File: src/rtl/sbc_pkg.sv
package sbc_pkg;

  // Framing flags carried alongside each chip through the pipeline.
  typedef struct packed {
    logic vld;    // a chip of an accepted symbol occupies this stage
    logic first;  // chip position 0
    logic last;   // chip position NSRC-1
  } chip_tag_t;

  // One bit of a standard-basis code: the owner's chip is its own index.
  function automatic logic basis_chip(input int unsigned owner, input int unsigned chip);
    return owner == chip;
  endfunction

endpackage

File: src/rtl/sbc_spreader.sv
module sbc_spreader
  import sbc_pkg::*;
#(
  parameter int NSRC = 4,
  parameter int NDST = 4,
  parameter int SW   = (NSRC > 1) ? $clog2(NSRC) : 1
) (
  input  logic                 clk,
  input  logic                 rst_n,
  input  logic [NSRC-1:0]      in_valid,
  input  logic [NSRC-1:0]      in_data,
  output logic                 in_ready,
  input  logic [NDST*SW-1:0]   rx_sel,
  output chip_tag_t            sp_tag,
  output logic [SW-1:0]        sp_idx,
  output logic [NSRC-1:0]      sp_chips,
  output logic [NSRC-1:0]      sp_vmask,
  output logic [NDST*SW-1:0]   sp_sel
);

  localparam logic [SW-1:0] LAST_POS = SW'(NSRC - 1);

  logic                busy;
  logic [SW-1:0]       pos;
  logic [NSRC-1:0]     hold_data;
  logic [NSRC-1:0]     hold_vld;
  logic [NDST*SW-1:0]  hold_sel;
  logic                at_last;
  logic                accept;
  logic [NSRC-1:0]     chips_c;

  assign at_last  = busy && (pos == LAST_POS);
  assign in_ready = !busy || at_last;
  assign accept   = in_ready && (|in_valid);

  // Spreading: AND of each sender's held bit with its one-hot code chip.
  for (genvar i = 0; i < NSRC; i++) begin : g_spread
    assign chips_c[i] = busy & hold_vld[i] & hold_data[i] & basis_chip(i, int'(pos));
  end

  always_ff @(posedge clk) begin
    if (!rst_n) begin
      busy      <= 1'b0;
      pos       <= '0;
      hold_data <= '0;
      hold_vld  <= '0;
      hold_sel  <= '0;
    end else begin
      if (accept) begin
        busy      <= 1'b1;
        pos       <= '0;
        hold_data <= in_data;
        hold_vld  <= in_valid;
        hold_sel  <= rx_sel;
      end else if (at_last) begin
        busy <= 1'b0;
      end else if (busy) begin
        pos <= pos + 1'b1;
      end
    end
  end

  always_ff @(posedge clk) begin
    if (!rst_n) begin
      sp_tag   <= '0;
      sp_idx   <= '0;
      sp_chips <= '0;
      sp_vmask <= '0;
      sp_sel   <= '0;
    end else begin
      sp_tag.vld   <= busy;
      sp_tag.first <= busy && (pos == '0);
      sp_tag.last  <= at_last;
      sp_idx       <= pos;
      sp_chips     <= chips_c;
      sp_vmask     <= hold_vld;
      sp_sel       <= hold_sel;
    end
  end

endmodule

File: src/rtl/sbc_channel.sv
module sbc_channel
  import sbc_pkg::*;
#(
  parameter int NSRC = 4,
  parameter int NDST = 4,
  parameter int SW   = (NSRC > 1) ? $clog2(NSRC) : 1
) (
  input  logic                clk,
  input  logic                rst_n,
  input  chip_tag_t           sp_tag,
  input  logic [SW-1:0]       sp_idx,
  input  logic [NSRC-1:0]     sp_chips,
  input  logic [NSRC-1:0]     sp_vmask,
  input  logic [NDST*SW-1:0]  sp_sel,
  output chip_tag_t           ch_tag,
  output logic [SW-1:0]       ch_idx,
  output logic                ch_bit,
  output logic [NSRC-1:0]     ch_vmask,
  output logic [NDST*SW-1:0]  ch_sel
);

  // Sum stage: with one-hot codes the multi-bit adder collapses to an XOR.
  always_ff @(posedge clk) begin
    if (!rst_n) begin
      ch_tag   <= '0;
      ch_idx   <= '0;
      ch_bit   <= 1'b0;
      ch_vmask <= '0;
      ch_sel   <= '0;
    end else begin
      ch_tag   <= sp_tag;
      ch_idx   <= sp_idx;
      ch_bit   <= ^sp_chips;
      ch_vmask <= sp_vmask;
      ch_sel   <= sp_sel;
    end
  end

endmodule

File: src/rtl/sbc_despreader.sv
module sbc_despreader
  import sbc_pkg::*;
#(
  parameter int NSRC = 4,
  parameter int SW   = (NSRC > 1) ? $clog2(NSRC) : 1
) (
  input  logic             clk,
  input  logic             rst_n,
  input  chip_tag_t        ch_tag,
  input  logic [SW-1:0]    ch_idx,
  input  logic             ch_bit,
  input  logic [NSRC-1:0]  ch_vmask,
  input  logic [SW-1:0]    sel,
  output logic             out_valid,
  output logic             out_data
);

  chip_tag_t ex_tag;
  logic      ex_bit;
  logic      ex_srcv;
  logic      acc;
  logic      code_hit;

  assign code_hit = basis_chip(int'(sel), int'(ch_idx));

  // Extract stage: AND of channel chip with the selected source's code chip.
  always_ff @(posedge clk) begin
    if (!rst_n) begin
      ex_tag  <= '0;
      ex_bit  <= 1'b0;
      ex_srcv <= 1'b0;
    end else begin
      ex_tag  <= ch_tag;
      ex_bit  <= ch_bit & code_hit;
      ex_srcv <= ch_vmask[sel];
    end
  end

  // Accumulate stage: a single one-bit register, restarted at chip 0.
  always_ff @(posedge clk) begin
    if (!rst_n) begin
      acc       <= 1'b0;
      out_valid <= 1'b0;
    end else begin
      if (ex_tag.vld) acc <= ex_tag.first ? ex_bit : (acc ^ ex_bit);
      out_valid <= ex_tag.vld & ex_tag.last & ex_srcv;
    end
  end

  assign out_data = acc;

endmodule

File: src/rtl/sbc_codec.sv
module sbc_codec
  import sbc_pkg::*;
#(
  parameter int NSRC = 4,
  parameter int NDST = 4,
  parameter int SW   = (NSRC > 1) ? $clog2(NSRC) : 1
) (
  input  logic                clk,
  input  logic                rst_n,
  input  logic [NSRC-1:0]     in_valid,
  input  logic [NSRC-1:0]     in_data,
  output logic                in_ready,
  input  logic [NDST*SW-1:0]  rx_sel,
  output logic [NDST-1:0]     out_valid,
  output logic [NDST-1:0]     out_data
);

  chip_tag_t           sp_tag;
  logic [SW-1:0]       sp_idx;
  logic [NSRC-1:0]     sp_chips;
  logic [NSRC-1:0]     sp_vmask;
  logic [NDST*SW-1:0]  sp_sel;
  chip_tag_t           ch_tag;
  logic [SW-1:0]       ch_idx;
  logic                ch_bit;
  logic [NSRC-1:0]     ch_vmask;
  logic [NDST*SW-1:0]  ch_sel;
  logic                sp_vld;

  assign sp_vld = sp_tag.vld;

  sbc_spreader #(.NSRC(NSRC), .NDST(NDST), .SW(SW)) u_spread (
    .clk      (clk),
    .rst_n    (rst_n),
    .in_valid (in_valid),
    .in_data  (in_data),
    .in_ready (in_ready),
    .rx_sel   (rx_sel),
    .sp_tag   (sp_tag),
    .sp_idx   (sp_idx),
    .sp_chips (sp_chips),
    .sp_vmask (sp_vmask),
    .sp_sel   (sp_sel)
  );

  sbc_channel #(.NSRC(NSRC), .NDST(NDST), .SW(SW)) u_chan (
    .clk      (clk),
    .rst_n    (rst_n),
    .sp_tag   (sp_tag),
    .sp_idx   (sp_idx),
    .sp_chips (sp_chips),
    .sp_vmask (sp_vmask),
    .sp_sel   (sp_sel),
    .ch_tag   (ch_tag),
    .ch_idx   (ch_idx),
    .ch_bit   (ch_bit),
    .ch_vmask (ch_vmask),
    .ch_sel   (ch_sel)
  );

  for (genvar r = 0; r < NDST; r++) begin : g_rx
    sbc_despreader #(.NSRC(NSRC), .SW(SW)) u_rx (
      .clk       (clk),
      .rst_n     (rst_n),
      .ch_tag    (ch_tag),
      .ch_idx    (ch_idx),
      .ch_bit    (ch_bit),
      .ch_vmask  (ch_vmask),
      .sel       (ch_sel[r*SW +: SW]),
      .out_valid (out_valid[r]),
      .out_data  (out_data[r])
    );
  end

endmodule

File: config.mk
export PLATFORM = sky130hd
export DESIGN_NAME = sbc_codec
export DESIGN_NICKNAME = d
export VERILOG_FILES = /design/src/rtl/sbc_pkg.sv /design/src/rtl/sbc_spreader.sv /design/src/rtl/sbc_channel.sv /design/src/rtl/sbc_despreader.sv /design/src/rtl/sbc_codec.sv
export SDC_FILE = /design/constraint.sdc
export NUM_CORES = 1
export LEC_CHECK = 0
export ABC_AREA = 1
export BUFFER_PORTS_ARGS = -buffer_cell sky130_fd_sc_hd__buf_4
export CAP_MARGIN = 20
export CORE_MARGIN = 2
export CORE_UTILIZATION = 30
export CTS_CLUSTER_SIZE = 12
export DETAILED_ROUTE_END_ITERATION = 8
export REMOVE_ABC_BUFFERS = 1
export SLEW_MARGIN = 20
export SYNTH_ARGS = -nofsm -noshare
export SYNTH_HDL_FRONTEND = slang
export SYNTH_SLANG_ARGS = --single-unit
export TNS_END_PERCENT = 5
File: constraint.sdc
create_clock -name clk -period 3.29 [get_ports clk]
set_input_delay 0.4935 -clock clk [delete_from_list [all_inputs] [get_ports clk]]
set_output_delay 0.4935 -clock clk [all_outputs]
set_load 0.1 [all_outputs]
* Word-level counts from Yosys, hierarchy flattened
Cells that the tools add are included.
Widths: inputs -> output; s select.
** Storage, ports and cells
- Output and inout port bits :: 9
- Register bits :: 77
- Logic and storage cells :: 103
** Operators by class
- Reduce and logical (&&, ||, !) cells :: 11
- Equality and inequality tests :: 8
- Muxes and demuxes :: 14
- $add $sub $neg :: 1
- Bitwise gates (word level) :: 27
- Order comparisons :: 4
** Operators with widths (number)
- $and 1x1->1 :: 21
- $lt 2x3->1 const B :: 4
- $mux 1 :: 10
- $bmux 1 s2 :: 4
- $eq 2x2->1 :: 4
- $eq 2x2->1 const A :: 2
- $reduce_or 4->1 :: 1
- $reduce_xor 4->1 :: 1
- $xor 1x1->1 :: 4
- $logic_and 1x1->1 :: 3
- $add 2x1->2 const B :: 1
- $eq 1x2->1 const A :: 1
- $eq 2x2->1 const B :: 1
- $logic_not 2->1 :: 1
- $not 1->1 :: 2
- $reduce_and 2->1 :: 1
- $reduce_bool 2->1 :: 1
- $reduce_or 2->1 :: 1
- $logic_not 1->1 :: 1
- $logic_or 1x1->1 :: 1

* Depth between registers and ports, before layout
- Depth after elaboration :: 5
- Gate-level depth with buffers :: 7

* Modules after synthesis
A second synthesis with hierarchy kept.
** Unflattened totals
- Cells, all modules :: 430
- Area, all modules :: 3234.4 um2
** By module, submodules not included
- sbc_spreader :: seq. area each 800.8 um2, times used 1, area an instance 1510.2 um2, cells an instance 190
- sbc_despreader :: seq. area each 140.1 um2, times used 4, area an instance 290.3 um2, cells an instance 43
- sbc_channel :: seq. area each 360.3 um2, times used 1, area an instance 563.0 um2, cells an instance 68

* Worst setup path after synthesis
Ideal clock, no wire load.
- Kind :: register to output
- Start :: register u_spread.pos[0]
- End :: output in_ready
- Arrival :: 1.192 ns
- Setup slack :: 1.604 ns
- Data required time :: 2.796 ns
- Stages on the path, launching flop included :: 5
- Path through :: dfxtp_1 ha_1 inv_2 nand2_2 buf_2
** On the way
- Word-level cells in the longest chain between the ends :: 3
** RTL lines
- start: declaration :: line sbc_spreader.sv:24 : logic [SW-1:0] pos;
- start signal: assignment :: line sbc_spreader.sv:58 : pos <= pos + 1'b1;
- $eq 2x2->1 :: line sbc_spreader.sv:32 : assign at_last = busy && (pos == LAST_POS);
- $logic_and 1x1->1 :: line sbc_spreader.sv:32
- $logic_or 1x1->1 :: line sbc_spreader.sv:33 : assign in_ready = !busy || at_last;
- end: declaration :: line sbc_codec.sv:12 : output logic in_ready,
Every way passes these cells.

* Worst setup path after layout
Ends and elaborated chain as after synthesis.

==> summary.log <==
qor: logic_synthesis.syn_avg_cell_area 7.694 um2
qor: timing.rsz0062_at_grt false
qor: critical_path.critical_path.reg2reg.startpoint u_spread.pos[0]
qor: grt.grt_pass1_wl 8.073 mm
qor: clocking.tritoncts done
qor: timing.final_hold_violations 0
qor: hold_path.hold_path_depth 3
qor: grt.grt_max_degree 62
qor: timing.setup_violations 0
qor: timing.final.setup_skew 0.01149 ns
qor: clocking.htree_num_levels 3
qor: die.floorplan.die.height 102.1 um
qor: clocking.worstSkewPairLatency 0.34 ns
qor: placement.io_buffer_count 26
qor: logic_synthesis.synth.ff_latch_count 77
qor: grt.grt_pass1_vias 1,875
qor: clocking.clockRootBuffer sky130_fd_sc_hd__clkbuf_8
qor: logic_synthesis.netlist_area 2885 um2
qor: routing.detailroute.via_count 2,059
qor: placement.hpwl 3.047 mm
qor: die.rows 35
qor: hold_path.hold_path.startpoint in_valid[1]
qor: critical_path.critical_path.endpoint_type primary output
qor: die.dieArea 10,420 um2
qor: critical_path.critical_path.max_fanout 31
qor: critical_path.critical_path.startpoint u_spread.pos[0]
qor: timing.final_min_period_over_clock_period 72.11%
qor: run_status.status finished clean
qor: grt.grt_antenna_before_repair 0
qor: grt.grt_overflow_total 0
qor: critical_path.r2r_cells 6
qor: finish.drive_gt1_share 11.11%
qor: grt.global_route.usage.total 10.01%
qor: pwr.power.ir.vdd_worst 0.0002507 V
qor: routing.postRouteWirelength 4.558 mm
qor: clocking.hold_buffers 0
qor: finish.syn_to_final_growth 14.96%
qor: timing.finalSetupTns 0 ns
qor: routing.ant_nets 0
qor: logic_synthesis.syn-instance-count 375
qor: timing.report.final.slew_viol_count 0
qor: routing.detailedRoute.firstIterationViolations 73
qor: job.maxCapViolations 0
qor: finish.antennaDiodeCount 0
qor: placement.place.detailed.instances 510
qor: clocking.cts_post_setup_buffers_inserted 0
qor: critical_path.worstPathRequired 2.80 ns
qor: timing.relSlewSlack 61.17%
qor: routing.wire_per_inst 8.682 um
qor: hold_path.hold_endpoint u_spread.hold_vld[1]
qor: critical_path.rrSetupSlack 1.64 ns
qor: clocking.cts.sinks 77
qor: logic_synthesis.count_of_unique_library_cells_instantiated_by_yosys 17
qor: finish.num-nets-final 414
qor: routing.drt_drc_violations_left 0
qor: clocking.cts_repair_resize_count 0
qor: clocking.cts_made_buffers 9
qor: pwr.total_leakage_power 1.754 nW
qor: finish.finalNonFillerCells 525
qor: clocking.clockBufferDepth 2
qor: die.die_width 102.1 um
qor: timing.fin_hold_ws 0.3839 ns
qor: die.core 9284 um2
qor: critical_path.critical_path_arrival 1.88 ns
qor: timing.achievable-frequency 0.4215 GHz
qor: logic_synthesis.sequential_area_share_after_synthesis 53.43%
qor: die.initial_core_util 31.08%
qor: timing.worst_pin_slew 0.5824 ns
qor: placement.routabilityCongestion 0.7508
qor: hold_path.hold_class primary input to register
qor: finish.layout.cells.most_common_list 92 x sky130_fd_sc_hd__nand2_1, 77 x sky130_fd_sc_hd__dfxtp_1, 75 x sky130_fd_sc_hd__inv_1
qor: routing.drt-pass1-iter-count 4
qor: critical_path.worst_setup_path_start_kind register
qor: finish.final_common_cell sky130_fd_sc_hd__nand2_1
qor: logic_synthesis.yosys_warnings 0
qor: die.top_level_ports 27
qor: critical_path.rr_endpoint u_spread.pos[1]
qor: critical_path.criticalPathCategory register to primary output
qor: clocking.worst_setup_hold_path_clk_slew 0.08 ns
qor: pwr.power-per-cell-area 561.6 nW/um2
qor: timing.period_minus_slack 2.372 ns
qor: routing.routed_via_density 3.922
logic make-up after synthesis:
group / Yosys count / share of synthesized area [%]
compound gates: 29 / 5.030
xor+xnor: 6 / 1.821
fa+ha+maj: 4 / 1.735
buf+inv: 96 / 15.00
flops: 77 / 53.43
simple gates: 163 / 22.98
how the worst max path moves through the flow:
| stage | endpoint | slack, ns |
|---|---|---|
| floorplan | u_spread.pos[0] | 1.51 |
| global placement | in_ready | 1.34 |
| detailed placement | in_ready | 1.30 |
| CTS | in_ready | 0.90 |
| global route | in_ready | 0.77 |
| finish | in_ready | 0.92 |
routing by layer:
metal | up-vias | track usage (%) | part of all wire (%)
li1 | 1131 | - | -
met2 | 31 | 15.79 | 45
met3 | 6 | 3.078 | 3.7
met1 | 891 | 11.81 | 49
met5 | - | 0 | 0
met4 | 0 | 6.462 | 1.5
metrics by stage:
step / power (mW) / utilization (%) / setup WS, ns / cell area (um2)
CTS: 1.890 / 35.73 / 0.9020 / 3317
floorplan: 1.068 / - / 1.509 / 2738
finish: 1.863 / 35.73 / 0.9175 / 3317
global placement: 1.108 / 33.33 / 1.340 / 3094
detailed placement: 1.111 / 33.33 / 1.298 / 3094
global route: 1.944 / 35.73 / 0.7716 / 3317
registers in the layout (all words and copies together), names as in the netlist, 4 cells and up:
name	count
g_rx.u_rx.ex_bit	4
g_rx.u_rx.ex_srcv	4
g_rx.u_rx.out_data	4
g_rx.u_rx.out_valid	4
u_chan.ch_sel	8
u_chan.ch_vmask	4
u_spread.hold_data	4
u_spread.hold_sel	8
u_spread.hold_vld	4
u_spread.sp_chips	4
u_spread.sp_sel	8
u_spread.sp_vmask	4
final cells by class:
type,count,area [um2]
Timing Repair Buffer,26,195.2
Inverter,76,285.3
Fill cell,989,5967
Tap cell,129,161.4
Clock inverter,5,85.08
Multi-Input combinational cell,202,910.9
Sequential cell,77,1541
Clock buffer,10,137.6
synth_stat cells:
master,n,share of area (%)
sky130_fd_sc_hd__xor2_1,6,1.8
sky130_fd_sc_hd__ha_1,4,1.7
sky130_fd_sc_hd__nor3_1,5,0.87
sky130_fd_sc_hd__inv_1,75,9.8
sky130_fd_sc_hd__o21ai_1,1,0.17
sky130_fd_sc_hd__buf_6,2,0.78
sky130_fd_sc_hd__dfxtp_1,77,53
sky130_fd_sc_hd__nand2_2,2,0.43
sky130_fd_sc_hd__inv_2,1,0.13
sky130_fd_sc_hd__buf_4,14,3.6
sky130_fd_sc_hd__o21ai_0,8,1.4
sky130_fd_sc_hd__nand3b_1,3,0.78
sky130_fd_sc_hd__nand2_1,92,12
sky130_fd_sc_hd__a21oi_1,20,3.5
sky130_fd_sc_hd__nand3_1,23,4.0
sky130_fd_sc_hd__nor2_1,38,4.9
sky130_fd_sc_hd__buf_2,4,0.69
where the power goes:
part	leakage, nW	internal (mW)	switching (mW)	total [mW]
Sequential	0.628	0.966	0.0170	0.983
Clock	0.109	0.446	0.328	0.774
Combinational	1.02	0.0422	0.0633	0.105
Total	1.75	1.45	0.408	1.86
critical path, stage by stage (launching register included):
cell and delay (ns):
sky130_fd_sc_hd__dfxtp_1 0.43, sky130_fd_sc_hd__ha_1 0.24, sky130_fd_sc_hd__inv_2 0.04, sky130_fd_sc_hd__nand2_2 0.42
sky130_fd_sc_hd__buf_4 0.40
(Power assumes the default switching activity.)
